===== config.mk =====
export PLATFORM = sky130hd
export DESIGN_NAME = evt_irq_ctrl
export DESIGN_NICKNAME = d
export VERILOG_FILES = /design/src/rtl/evt_irq_pkg.sv /design/src/rtl/evt_irq_sync.sv /design/src/rtl/evt_irq_bank.sv /design/src/rtl/evt_irq_own.sv /design/src/rtl/evt_irq_ctrl.sv
export SDC_FILE = /design/constraint.sdc
export NUM_CORES = 2
export LEC_CHECK = 0
export ABC_AREA = 1
export CORE_MARGIN = 2
export CORE_UTILIZATION = 65
export DETAILED_ROUTE_END_ITERATION = 8
export DONT_BUFFER_PORTS = 1
export GPL_ROUTABILITY_DRIVEN = 1
export PLACE_DENSITY = 0.8
export SLEW_MARGIN = 20
export SYNTH_ARGS = -nofsm -noshare
export SYNTH_HDL_FRONTEND = slang
export SYNTH_SLANG_ARGS = --single-unit

===== constraint.sdc =====
create_clock -name clk -period 8 [get_ports clk]
set_input_delay 1.2 -clock clk [delete_from_list [all_inputs] [get_ports clk]]
set_output_delay 1.2 -clock clk [all_outputs]
set_load 0.005 [all_outputs]

===== src/rtl/evt_irq_pkg.sv =====
package evt_irq_pkg;
  localparam int REG_W  = 32;
  localparam int ADDR_W = 12;

  localparam logic [ADDR_W-1:0] HWCFG_ADDR = 12'h3F0;
  localparam logic [ADDR_W-1:0] OWN_BASE   = 12'h180;

  typedef enum logic [2:0] {
    SEL_RTRIG, SEL_FTRIG, SEL_SWEV, SEL_RPEND,
    SEL_FPEND, SEL_SECURE, SEL_MASK, SEL_TYPE
  } bank_reg_e;

  // byte address of a per-bank register
  function automatic logic [ADDR_W-1:0] bank_reg_addr(input int bank, input bank_reg_e r);
    case (r)
      SEL_RTRIG:  return ADDR_W'(bank * 32 + 'h00);
      SEL_FTRIG:  return ADDR_W'(bank * 32 + 'h04);
      SEL_SWEV:   return ADDR_W'(bank * 32 + 'h08);
      SEL_RPEND:  return ADDR_W'(bank * 32 + 'h0C);
      SEL_FPEND:  return ADDR_W'(bank * 32 + 'h10);
      SEL_SECURE: return ADDR_W'(bank * 32 + 'h14);
      SEL_MASK:   return ADDR_W'('h80 + bank * 16);
      default:    return ADDR_W'('h3EC - bank * 4);
    endcase
  endfunction
endpackage


===== src/rtl/evt_irq_sync.sv =====
module evt_irq_sync #(
  parameter int W = 32
) (
  input  logic         clk,
  input  logic         clr,
  input  logic [W-1:0] din,
  output logic [W-1:0] level,
  output logic [W-1:0] rise,
  output logic [W-1:0] fall
);
  logic [W-1:0] meta_q, sync_q, prev_q;

  always_ff @(posedge clk) begin
    if (clr) begin
      meta_q <= '0;
      sync_q <= '0;
      prev_q <= '0;
    end else begin
      meta_q <= din;
      sync_q <= meta_q;
      prev_q <= sync_q;
    end
  end

  assign level = sync_q;
  assign rise  = sync_q & ~prev_q;
  assign fall  = ~sync_q & prev_q;
endmodule


===== src/rtl/evt_irq_bank.sv =====
module evt_irq_bank #(
  parameter int         W         = 32,
  parameter logic [W-1:0] TYPE_MASK = '1
) (
  input  logic         clk,
  input  logic         cold_rst_n,
  input  logic         warm_rst_n,
  input  logic [W-1:0] evt_in,
  input  logic         wr_rtrig,
  input  logic         wr_ftrig,
  input  logic         wr_swev,
  input  logic         wr_rpend,
  input  logic         wr_fpend,
  input  logic         wr_secure,
  input  logic         wr_mask,
  input  logic [W-1:0] wdata,
  output logic [W-1:0] rtrig,
  output logic [W-1:0] ftrig,
  output logic [W-1:0] secure,
  output logic [W-1:0] mask,
  output logic [W-1:0] rpend,
  output logic [W-1:0] fpend,
  output logic [W-1:0] rise,
  output logic [W-1:0] fall,
  output logic [W-1:0] irq
);
  logic         clr;
  logic [W-1:0] level;

  assign clr = !cold_rst_n || !warm_rst_n;

  // retained configuration: only a cold reset clears it
  always_ff @(posedge clk) begin
    if (!cold_rst_n) begin
      rtrig  <= '0;
      ftrig  <= '0;
      secure <= '0;
      mask   <= '0;
    end else begin
      if (wr_rtrig)  rtrig  <= wdata;
      if (wr_ftrig)  ftrig  <= wdata;
      if (wr_secure) secure <= wdata;
      if (wr_mask)   mask   <= wdata;
    end
  end

  evt_irq_sync #(.W(W)) u_sync (
    .clk   (clk),
    .clr   (clr),
    .din   (evt_in),
    .level (level),
    .rise  (rise),
    .fall  (fall)
  );

  for (genvar i = 0; i < W; i++) begin : g_bit
    if (TYPE_MASK[i]) begin : g_cfg
      logic rp_q, fp_q;
      logic set_r, set_f;
      assign set_r = rtrig[i] && (rise[i] || (wr_swev && wdata[i]));
      assign set_f = ftrig[i] && (fall[i] || (wr_swev && wdata[i]));
      // a set in the same cycle as a clear wins
      always_ff @(posedge clk) begin
        if (clr) begin
          rp_q <= 1'b0;
          fp_q <= 1'b0;
        end else begin
          if (set_r)                    rp_q <= 1'b1;
          else if (wr_rpend && wdata[i]) rp_q <= 1'b0;
          if (set_f)                    fp_q <= 1'b1;
          else if (wr_fpend && wdata[i]) fp_q <= 1'b0;
        end
      end
      assign rpend[i] = rp_q;
      assign fpend[i] = fp_q;
      assign irq[i]   = (rp_q | fp_q) & mask[i];
    end else begin : g_dir
      assign rpend[i] = 1'b0;
      assign fpend[i] = 1'b0;
      assign irq[i]   = level[i] & mask[i];
    end
  end
endmodule


===== src/rtl/evt_irq_own.sv =====
module evt_irq_own #(
  parameter int NUM_EVT = 96,
  parameter int ID_W    = 3,
  parameter int DATA_W  = 32,
  localparam int IDX_W  = $clog2(NUM_EVT),
  localparam int CELL_W = ID_W + 1
) (
  input  logic              clk,
  input  logic              cold_rst_n,
  input  logic              wr_en,
  input  logic              hit,
  input  logic [IDX_W-1:0]  idx,
  input  logic [CELL_W-1:0] wcell,
  output logic [DATA_W-1:0] rdata
);
  if (ID_W == 0) begin : g_absent
    assign rdata = '0;
  end else begin : g_store
    logic [CELL_W-1:0] cell_q [NUM_EVT];

    always_ff @(posedge clk) begin
      if (!cold_rst_n) begin
        for (int k = 0; k < NUM_EVT; k++) cell_q[k] <= '0;
      end else if (wr_en && hit) begin
        cell_q[idx] <= wcell;
      end
    end

    // enable at bit 0, owner ID from bit 4 upward
    always_comb begin
      rdata = '0;
      if (hit) begin
        rdata[0] = cell_q[idx][0];
        for (int k = 0; k < ID_W; k++) rdata[4+k] = cell_q[idx][k+1];
      end
    end
  end
endmodule


===== src/rtl/evt_irq_ctrl.sv =====
module evt_irq_ctrl
  import evt_irq_pkg::*;
#(
  parameter int NUM_BANKS  = 3,
  parameter int OWNER_ID_W = 3,
  parameter logic [NUM_BANKS*REG_W-1:0] TRIG_TYPE = {32'h0000_FFFF, 32'hFFFF_FFFF, 32'hFFFF_FFFF}
) (
  input  logic                       clk,
  input  logic                       cold_rst_n,
  input  logic                       warm_rst_n,
  input  logic [NUM_BANKS*REG_W-1:0] evt_in,
  output logic [NUM_BANKS*REG_W-1:0] irq_out,
  input  logic                       reg_wr_en,
  input  logic [ADDR_W-1:0]          reg_addr,
  input  logic [REG_W-1:0]           reg_wdata,
  output logic [REG_W-1:0]           reg_rdata
);
  localparam int NUM_EVT = NUM_BANKS * REG_W;
  localparam int IDX_W   = $clog2(NUM_EVT);
  localparam int CELL_W  = OWNER_ID_W + 1;
  localparam logic [REG_W-1:0] HWCFG = REG_W'(OWNER_ID_W) << 24;

  logic [NUM_BANKS-1:0][REG_W-1:0] rtrig_q, ftrig_q, secure_q, mask_q;
  logic [NUM_BANKS-1:0][REG_W-1:0] rpend_q, fpend_q, rise_q, fall_q, irq_q;

  for (genvar b = 0; b < NUM_BANKS; b++) begin : g_bank
    evt_irq_bank #(
      .W         (REG_W),
      .TYPE_MASK (TRIG_TYPE[b*REG_W +: REG_W])
    ) u_bank (
      .clk        (clk),
      .cold_rst_n (cold_rst_n),
      .warm_rst_n (warm_rst_n),
      .evt_in     (evt_in[b*REG_W +: REG_W]),
      .wr_rtrig   (reg_wr_en && reg_addr == bank_reg_addr(b, SEL_RTRIG)),
      .wr_ftrig   (reg_wr_en && reg_addr == bank_reg_addr(b, SEL_FTRIG)),
      .wr_swev    (reg_wr_en && reg_addr == bank_reg_addr(b, SEL_SWEV)),
      .wr_rpend   (reg_wr_en && reg_addr == bank_reg_addr(b, SEL_RPEND)),
      .wr_fpend   (reg_wr_en && reg_addr == bank_reg_addr(b, SEL_FPEND)),
      .wr_secure  (reg_wr_en && reg_addr == bank_reg_addr(b, SEL_SECURE)),
      .wr_mask    (reg_wr_en && reg_addr == bank_reg_addr(b, SEL_MASK)),
      .wdata      (reg_wdata),
      .rtrig      (rtrig_q[b]),
      .ftrig      (ftrig_q[b]),
      .secure     (secure_q[b]),
      .mask       (mask_q[b]),
      .rpend      (rpend_q[b]),
      .fpend      (fpend_q[b]),
      .rise       (rise_q[b]),
      .fall       (fall_q[b]),
      .irq        (irq_q[b])
    );
  end

  assign irq_out = irq_q;

  // ownership window decode
  logic [ADDR_W-1:0] own_off;
  logic              own_hit;
  logic [IDX_W-1:0]  own_idx;
  logic [CELL_W-1:0] own_wcell;
  logic [REG_W-1:0]  own_rdata;

  assign own_off = reg_addr - OWN_BASE;
  assign own_hit = (reg_addr >= OWN_BASE) && (own_off < ADDR_W'(4 * NUM_EVT)) && (own_off[1:0] == 2'b00);
  assign own_idx = own_off[IDX_W+1:2];

  always_comb begin
    own_wcell[0] = reg_wdata[0];
    for (int k = 0; k < OWNER_ID_W; k++) own_wcell[k+1] = reg_wdata[4+k];
  end

  evt_irq_own #(
    .NUM_EVT (NUM_EVT),
    .ID_W    (OWNER_ID_W),
    .DATA_W  (REG_W)
  ) u_own (
    .clk        (clk),
    .cold_rst_n (cold_rst_n),
    .wr_en      (reg_wr_en),
    .hit        (own_hit),
    .idx        (own_idx),
    .wcell      (own_wcell),
    .rdata      (own_rdata)
  );

  // read mux; software event offsets fall through to 0
  always_comb begin
    reg_rdata = '0;
    for (int b = 0; b < NUM_BANKS; b++) begin
      if (reg_addr == bank_reg_addr(b, SEL_RTRIG))  reg_rdata = rtrig_q[b];
      if (reg_addr == bank_reg_addr(b, SEL_FTRIG))  reg_rdata = ftrig_q[b];
      if (reg_addr == bank_reg_addr(b, SEL_RPEND))  reg_rdata = rpend_q[b];
      if (reg_addr == bank_reg_addr(b, SEL_FPEND))  reg_rdata = fpend_q[b];
      if (reg_addr == bank_reg_addr(b, SEL_SECURE)) reg_rdata = secure_q[b];
      if (reg_addr == bank_reg_addr(b, SEL_MASK))   reg_rdata = mask_q[b];
      if (reg_addr == bank_reg_addr(b, SEL_TYPE))   reg_rdata = TRIG_TYPE[b*REG_W +: REG_W];
    end
    if (reg_addr == HWCFG_ADDR) reg_rdata = HWCFG;
    if (own_hit)                reg_rdata = own_rdata;
  end
endmodule


# After elaboration in Yosys (flattened, before gate mapping)
# Memory sizes are Yosys's and may differ from the RTL's.
# Cells that the tools add are included.
[totals]
ff_bits = 816
ram_bits = 384
in_bits = 144
out_inout_bits = 128
mem_count = 1
[memory_table]
columns = ["memory", "depth", "word_bits", "read_ports", "rd_clocked_by_memory_dff", "wr", "line", "text"]
rows = [
  ["u_own.g_store.cell_q", 96, 4, 1, 0, 96, "evt_irq_own.sv:19", "logic [CELL_W-1:0] cell_q [NUM_EVT];"],
]
[op_classes]
addsub = 1
order_cmp = 2
n_eq_ne = 24
n_mux = 350
bitwise_logic = 188
reduce_logical = 750
[op_table]
columns = ["operator", "n"]
rows = [
  ["2-to-1 mux 32 bit", 23],
  ["logical AND 1 bit", 424],
  ["2-to-1 mux 1 bit", 325],
  ["nonzero test 2 bit", 160],
  ["logical OR 1 bit", 161],
  ["AND 32 bit", 4],
  ["NOT 32 bit", 4],
  ["AND 1 bit", 96],
  ["bitwise OR 1 bit", 80],
  ["equality test 12 x 6 -> 1 bit, second input constant", 6],
  ["equality test 12 x 7 -> 1 bit, second input constant", 6],
  ["equality test 12 x 10 -> 1 bit, second input constant", 4],
  ["equality test 12 x 8 -> 1 bit, second input constant", 3],
  ["AND 16 bit", 2],
  ["NOT 16 bit", 2],
  ["equality test 12 x 4 -> 1 bit, second input constant", 2],
  ["equality test 12 x 5 -> 1 bit, second input constant", 2],
  ["equality test 12 x 3 -> 1 bit, second input constant", 1],
  ["greater-or-equal comparator 12 x 9 -> 1 bit, second input constant", 1],
  ["zero test 12 bit", 1],
  ["< comparator 12 x 9 -> 1 bit, second input constant", 1],
  ["subtractor 12 x 9 -> 12 bit, second input constant", 1],
  ["2-to-1 mux 7 bit", 1],
  ["2-to-1 mux 4 bit", 1],
  ["other kinds (3)", 4],
]

# Logic depth before layout (Yosys ltp)
[logic_depth]
ltp_word = 24
ltp_mapped = 27
ltp_nobuf = 27

# Modules after synthesis
# From an unflattened synthesis, not the netlist that was laid out.
[hier_totals]
cells_unflattened = 8836
hier_area_um2 = 63908.8
[by_module_without_submodules]
columns = ["mod", "instances", "cells_per_inst", "area_each_um2", "seq_area_each_um2"]
rows = [
  ["evt_irq_own", 1, 2846, 24671.2, 15374.7],
  ["evt_irq_bank (g_bank[0].u_bank ...)", 2, 1148, 8112.8, 3843.7],
  ["evt_irq_sync", 3, 395, 3174.3, 1921.8],
  ["evt_irq_ctrl", 1, 1592, 6829.0, 0.0],
  ["evt_irq_bank (g_bank[2].u_bank)", 1, 917, 6660.1, 3203.1],
]

# Least setup slack after synthesis
# OpenSTA, ideal clock, no wires.
[synth_timing]
kind = "input -> output"
startpoint = "input reg_addr[5]"
endpoint = "output reg_rdata[31]"
arrival_time_ns = 3.028
required_time_ns = 6.800
slack_ns = 3.772
cell_stages = 22
n_path_buf = 3
path_cell_list = "buf_4 nor2_2 nand2_4 inv_4 nand2_2 buf_6 buf_4 o211ai_1 o21ai_1 a21oi_1 o21ai_1 nand2_1 nand2_1 nand2_1 nand2_1 nand2_1 nand2_1 nand2_1 nand2_1 nand2_1 nand2_1 a21oi_2"
[synth_via]
elab_chain_cells = 24
[synth_rtl]
columns = ["element", "line", "text"]
rows = [
  ["start, declared", "evt_irq_ctrl.sv:14", "input logic [ADDR_W-1:0] reg_addr,"],
  ["zero test 12 bit", "evt_irq_ctrl.sv:91", "if (reg_addr == bank_reg_addr(b, SEL_RTRIG)) reg_rdata = rtrig_q[b];"],
  ["2-to-1 mux 32 bit", "evt_irq_ctrl.sv:91", ""],
  ["2-to-1 mux 32 bit", "evt_irq_ctrl.sv:92", "if (reg_addr == bank_reg_addr(b, SEL_FTRIG)) reg_rdata = ftrig_q[b];"],
  ["2-to-1 mux 32 bit", "evt_irq_ctrl.sv:93", "if (reg_addr == bank_reg_addr(b, SEL_RPEND)) reg_rdata = rpend_q[b];"],
  ["2-to-1 mux 32 bit", "evt_irq_ctrl.sv:94", "if (reg_addr == bank_reg_addr(b, SEL_FPEND)) reg_rdata = fpend_q[b];"],
  ["2-to-1 mux 32 bit", "evt_irq_ctrl.sv:95", "if (reg_addr == bank_reg_addr(b, SEL_SECURE)) reg_rdata = secure_q[b];"],
  ["2-to-1 mux 32 bit", "evt_irq_ctrl.sv:96", "if (reg_addr == bank_reg_addr(b, SEL_MASK)) reg_rdata = mask_q[b];"],
  ["2-to-1 mux 32 bit", "evt_irq_ctrl.sv:97", "if (reg_addr == bank_reg_addr(b, SEL_TYPE)) reg_rdata = TRIG_TYPE[b*REG_W +: REG_W];"],
  ["[... 8 more ...]", "n/a", ""],
  ["2-to-1 mux 32 bit", "evt_irq_ctrl.sv:92", ""],
  ["2-to-1 mux 32 bit", "evt_irq_ctrl.sv:93", ""],
  ["2-to-1 mux 32 bit", "evt_irq_ctrl.sv:94", ""],
  ["2-to-1 mux 32 bit", "evt_irq_ctrl.sv:95", ""],
  ["2-to-1 mux 32 bit", "evt_irq_ctrl.sv:96", ""],
  ["2-to-1 mux 32 bit", "evt_irq_ctrl.sv:97", ""],
  ["2-to-1 mux 32 bit", "evt_irq_ctrl.sv:99", "if (reg_addr == HWCFG_ADDR) reg_rdata = HWCFG;"],
  ["2-to-1 mux 32 bit (*)", "evt_irq_ctrl.sv:100", "if (own_hit) reg_rdata = own_rdata;"],
  ["end, declared", "evt_irq_ctrl.sv:16", "output logic [REG_W-1:0] reg_rdata"],
]
# Mark *: on every way between the ends. The rest lies on a longest branch, timed or not.

# Worst setup path after layout
[layout_timing]
startpoint = "input reg_addr[5]"
endpoint = "output reg_rdata[15]"
# Same word-level chain as after synthesis.

==> out/metrics.cfg <==
[run_status]
outcome=finished, final reports clean

[synth]
synth_cells=7151
yosysSeqAreaShare_pct=54.9
avgSynthCellArea_sq_um=8.07
ys_seq_elements=1328
synthesis.nets=7300
ys_async_sr_fraction_pct=0
synth_cell_types=52
synth_ff_type=dfxtp_1
synth_warnings=0
syn-cell-area_sq_um=57700
synth_edf_count=512

[setup_path]
crit_path_end_kind=output pin
worst_r2r_path_depth=3
r2r_slack_ns=6.87
rr_endpoint=g_bank[1].u_bank.g_bit[13].g_cfg.fp_q
cp.arrival_ns=4.79
required_ns=6.80
critPathKind=in -> out
crit_path_max_fanout=29
regToRegStartpoint=g_bank[1].u_bank.u_sync.level[13]
startpoint_type=primary input

[sta]
rsz0062_at_grt=false
relSlewSlack_pct=21.3
period_share_pct=74.8
finalSetupTns_ns=0
worstMarginPinSlew_ns=1.17
clock_skew_ns=0.0183
hold_violations=0
timing.fmax_mhz=167
fin_ws_ns=2.01
setup_viol=0
period_needed_ns=5.99
drv_slew=0

[clock_network]
clkTransAtPathRegs_ns=0.05
cts-root-buf=clkbuf_16
cts_num_sinks=1328
clk_latency_ns=0.76
postCtsResizedCells=0
cts_setup_buffers=0
cts_tree=done
numCtsBuffers=137
cts.path.max_buffers=3
htreeDepth=4
hold_buffers=0

[floorplan]
start_util_pct=65.4
die_area_sq_um=91200
die_h_um=302
ios=272
std_cell_rows=109
coreArea_sq_um=88200
die_x_um=302

[drt]
final_antenna_net_count=0
post-route-drc-count=0
drt_iter0_drc=5862
vias_per_cell=5.97
wirelength_um=174000
wl_per_cell_um=21.3
drtPass1Iterations=8
vias=48679

[place]
portBuffers=0
hpwl_um=112000
post-place-ws_ns=1.96
gp_congestion=1.03

[grt]
grt_pass1_vias=46834
grt_pass1_wl_um=264000
grt_max_degree=483
antenna_found_initial=1
grtUsageTotal_pct=37.9
grt_overflow_total=0

[final_layout]
num-nets-final=7036
final_common_cell=nor2_1
drive_gt1_share_pct=5.29
final_util_pct=70.5
area_delta_synth_final_pct=7.81
final_cell_mix=nor2_1, inv_1, o21ai_0, nand2_1, dfxtp_1

[run]
maxCapViolCount=0

[hold_path]
hold_class=reg -> reg
hold_path_end=g_bank[1].u_bank.u_sync.level[31]
min_path_cells=2
worstHoldStart=g_bank[1].u_bank.u_sync.meta_q[31]

[pwr]
max-vdd-ir-drop_mv=0.279
p_per_area_nw_per_um2=225
p_leak_uw=0.0236

## cell type report
type                       instances  area [sq um]
sequential                      1328         31700
fill                            6833         26000
multi-input combinational       4272         20100
inverter                        1098          4140
clock buffer                     201          3990
tap                             1165          1460
clock inverter                    43           437
timing repair buffer              50           400
antenna                            1          2.50
## flip-flops by register name, indices dropped and copies added (netlist names)
register                        count
g_bank.u_bank.g_bit.g_cfg.rp_q     80
g_bank.u_bank.ftrig                96
g_bank.u_bank.u_sync.meta_q        96
g_bank.u_bank.g_bit.g_cfg.fp_q     80
g_bank.u_bank.secure               96
g_bank.u_bank.rtrig                96
g_bank.u_bank.u_sync.level         96
g_bank.u_bank.mask                 96
u_own.g_store.cell_q              512
g_bank.u_bank.u_sync.prev_q        80
## cell usage after synthesis, drive strengths merged (2+ instances only)
| library cell | number | share of area (%) |
|---|---|---|
| nor2 | 1188 | 8.1 |
| o21ai | 983 | 8.5 |
| nor4 | 18 | 0.20 |
| nor3 | 20 | 0.19 |
| inv | 1092 | 7.1 |
| nand3 | 57 | 0.50 |
| clkinv | 6 | 0.041 |
| o31ai | 6 | 0.078 |
| o21bai | 3 | 0.039 |
| o2111ai | 3 | 0.046 |
| edfxtp | 512 | 27 |
| a22oi | 230 | 3.0 |
| buf | 94 | 0.91 |
| a221oi | 7 | 0.11 |
| clkbuf | 359 | 2.3 |
| ha | 5 | 0.11 |
| a21oi | 749 | 6.5 |
| a31oi | 2 | 0.022 |
| nand2 | 926 | 6.3 |
| o211ai | 14 | 0.18 |
| o41ai | 4 | 0.061 |
| dfxtp | 816 | 28 |
| a22o | 7 | 0.11 |
| a2111oi | 3 | 0.056 |
| a41oi | 2 | 0.030 |
| or2 | 13 | 0.14 |
| o22ai | 4 | 0.043 |
| nand4 | 23 | 0.25 |
## worst max-delay path by stage
stage | from | to | slack [ns] | depth (start not counted)
2_1_floorplan | reg_addr[5] | reg_rdata[31] | 3.77 | 22
3_3_place_gp | reg_addr[5] | reg_rdata[13] | 1.93 | 22
3_5_place_dp | reg_addr[5] | reg_rdata[29] | 1.96 | 20
4_1_cts | reg_addr[5] | reg_rdata[29] | 1.85 | 20
5_1_grt | reg_addr[5] | reg_rdata[7] | 1.73 | 16
6_report | reg_addr[5] | reg_rdata[15] | 2.01 | 16
## cells by family after synthesis
| family | after synthesis | share of synthesized area (%) |
|---|---|---|
| AND/OR/NAND/NOR | 2246 | 15.7 |
| adder cells (fa/ha/maj) | 5 | 0.108 |
| flip-flops | 1328 | 54.9 |
| AO/OA/AOI/OAI | 2021 | 18.8 |
| buffers and inverters | 1551 | 10.4 |
## where the power goes
group | total (uW) | switching (uW) | internal [uW]
clock | 6320 | 2630 | 3690
combinational | 493 | 376 | 117
sequential | 7190 | 48.3 | 7140
total | 14000 | 3060 | 10900
## stage by stage
step | instance area, sq um | std cells | power [uW] | hold slack, ns
final | 62200 | 8158 | 14000 | 0.404
after global routing | 62200 | 8157 | 14300 | 0.424
after CTS | 62200 | 8157 | 14000 | 0.405
after detailed placement | 57800 | 7913 | 7800 | 0.400
after global placement | 57800 | 7913 | 7790 | 0.394
after floorplan | 57700 | 7151 | 7680 | 0.394
## layer usage
layer / wire [um] / part of all wire [%] / GRT usage [%]
met1: 57700 / 33 / 41.3
met4: 17100 / 9.8 / 31.9
met2: 82100 / 47 / 62.6
met3: 17200 / 9.9 / 9.24
met5: 0 / 0 / 0
## critical path, stage by stage
cell and delay, ns:
nor2_2 0.19, clkinv_1 0.56, nor2_1 0.38, inv_2 0.15
nor2_1 0.13, buf_4 0.31, inv_1 0.26, nand2_1 0.79
a21oi_1 0.08, nand2_1 0.14, nand2_1 0.05, nand2_1 0.05
nand2_1 0.06, nand3_1 0.07, nand2_1 0.05, a21oi_1 0.28
Power figures use the tool's default switching activity.
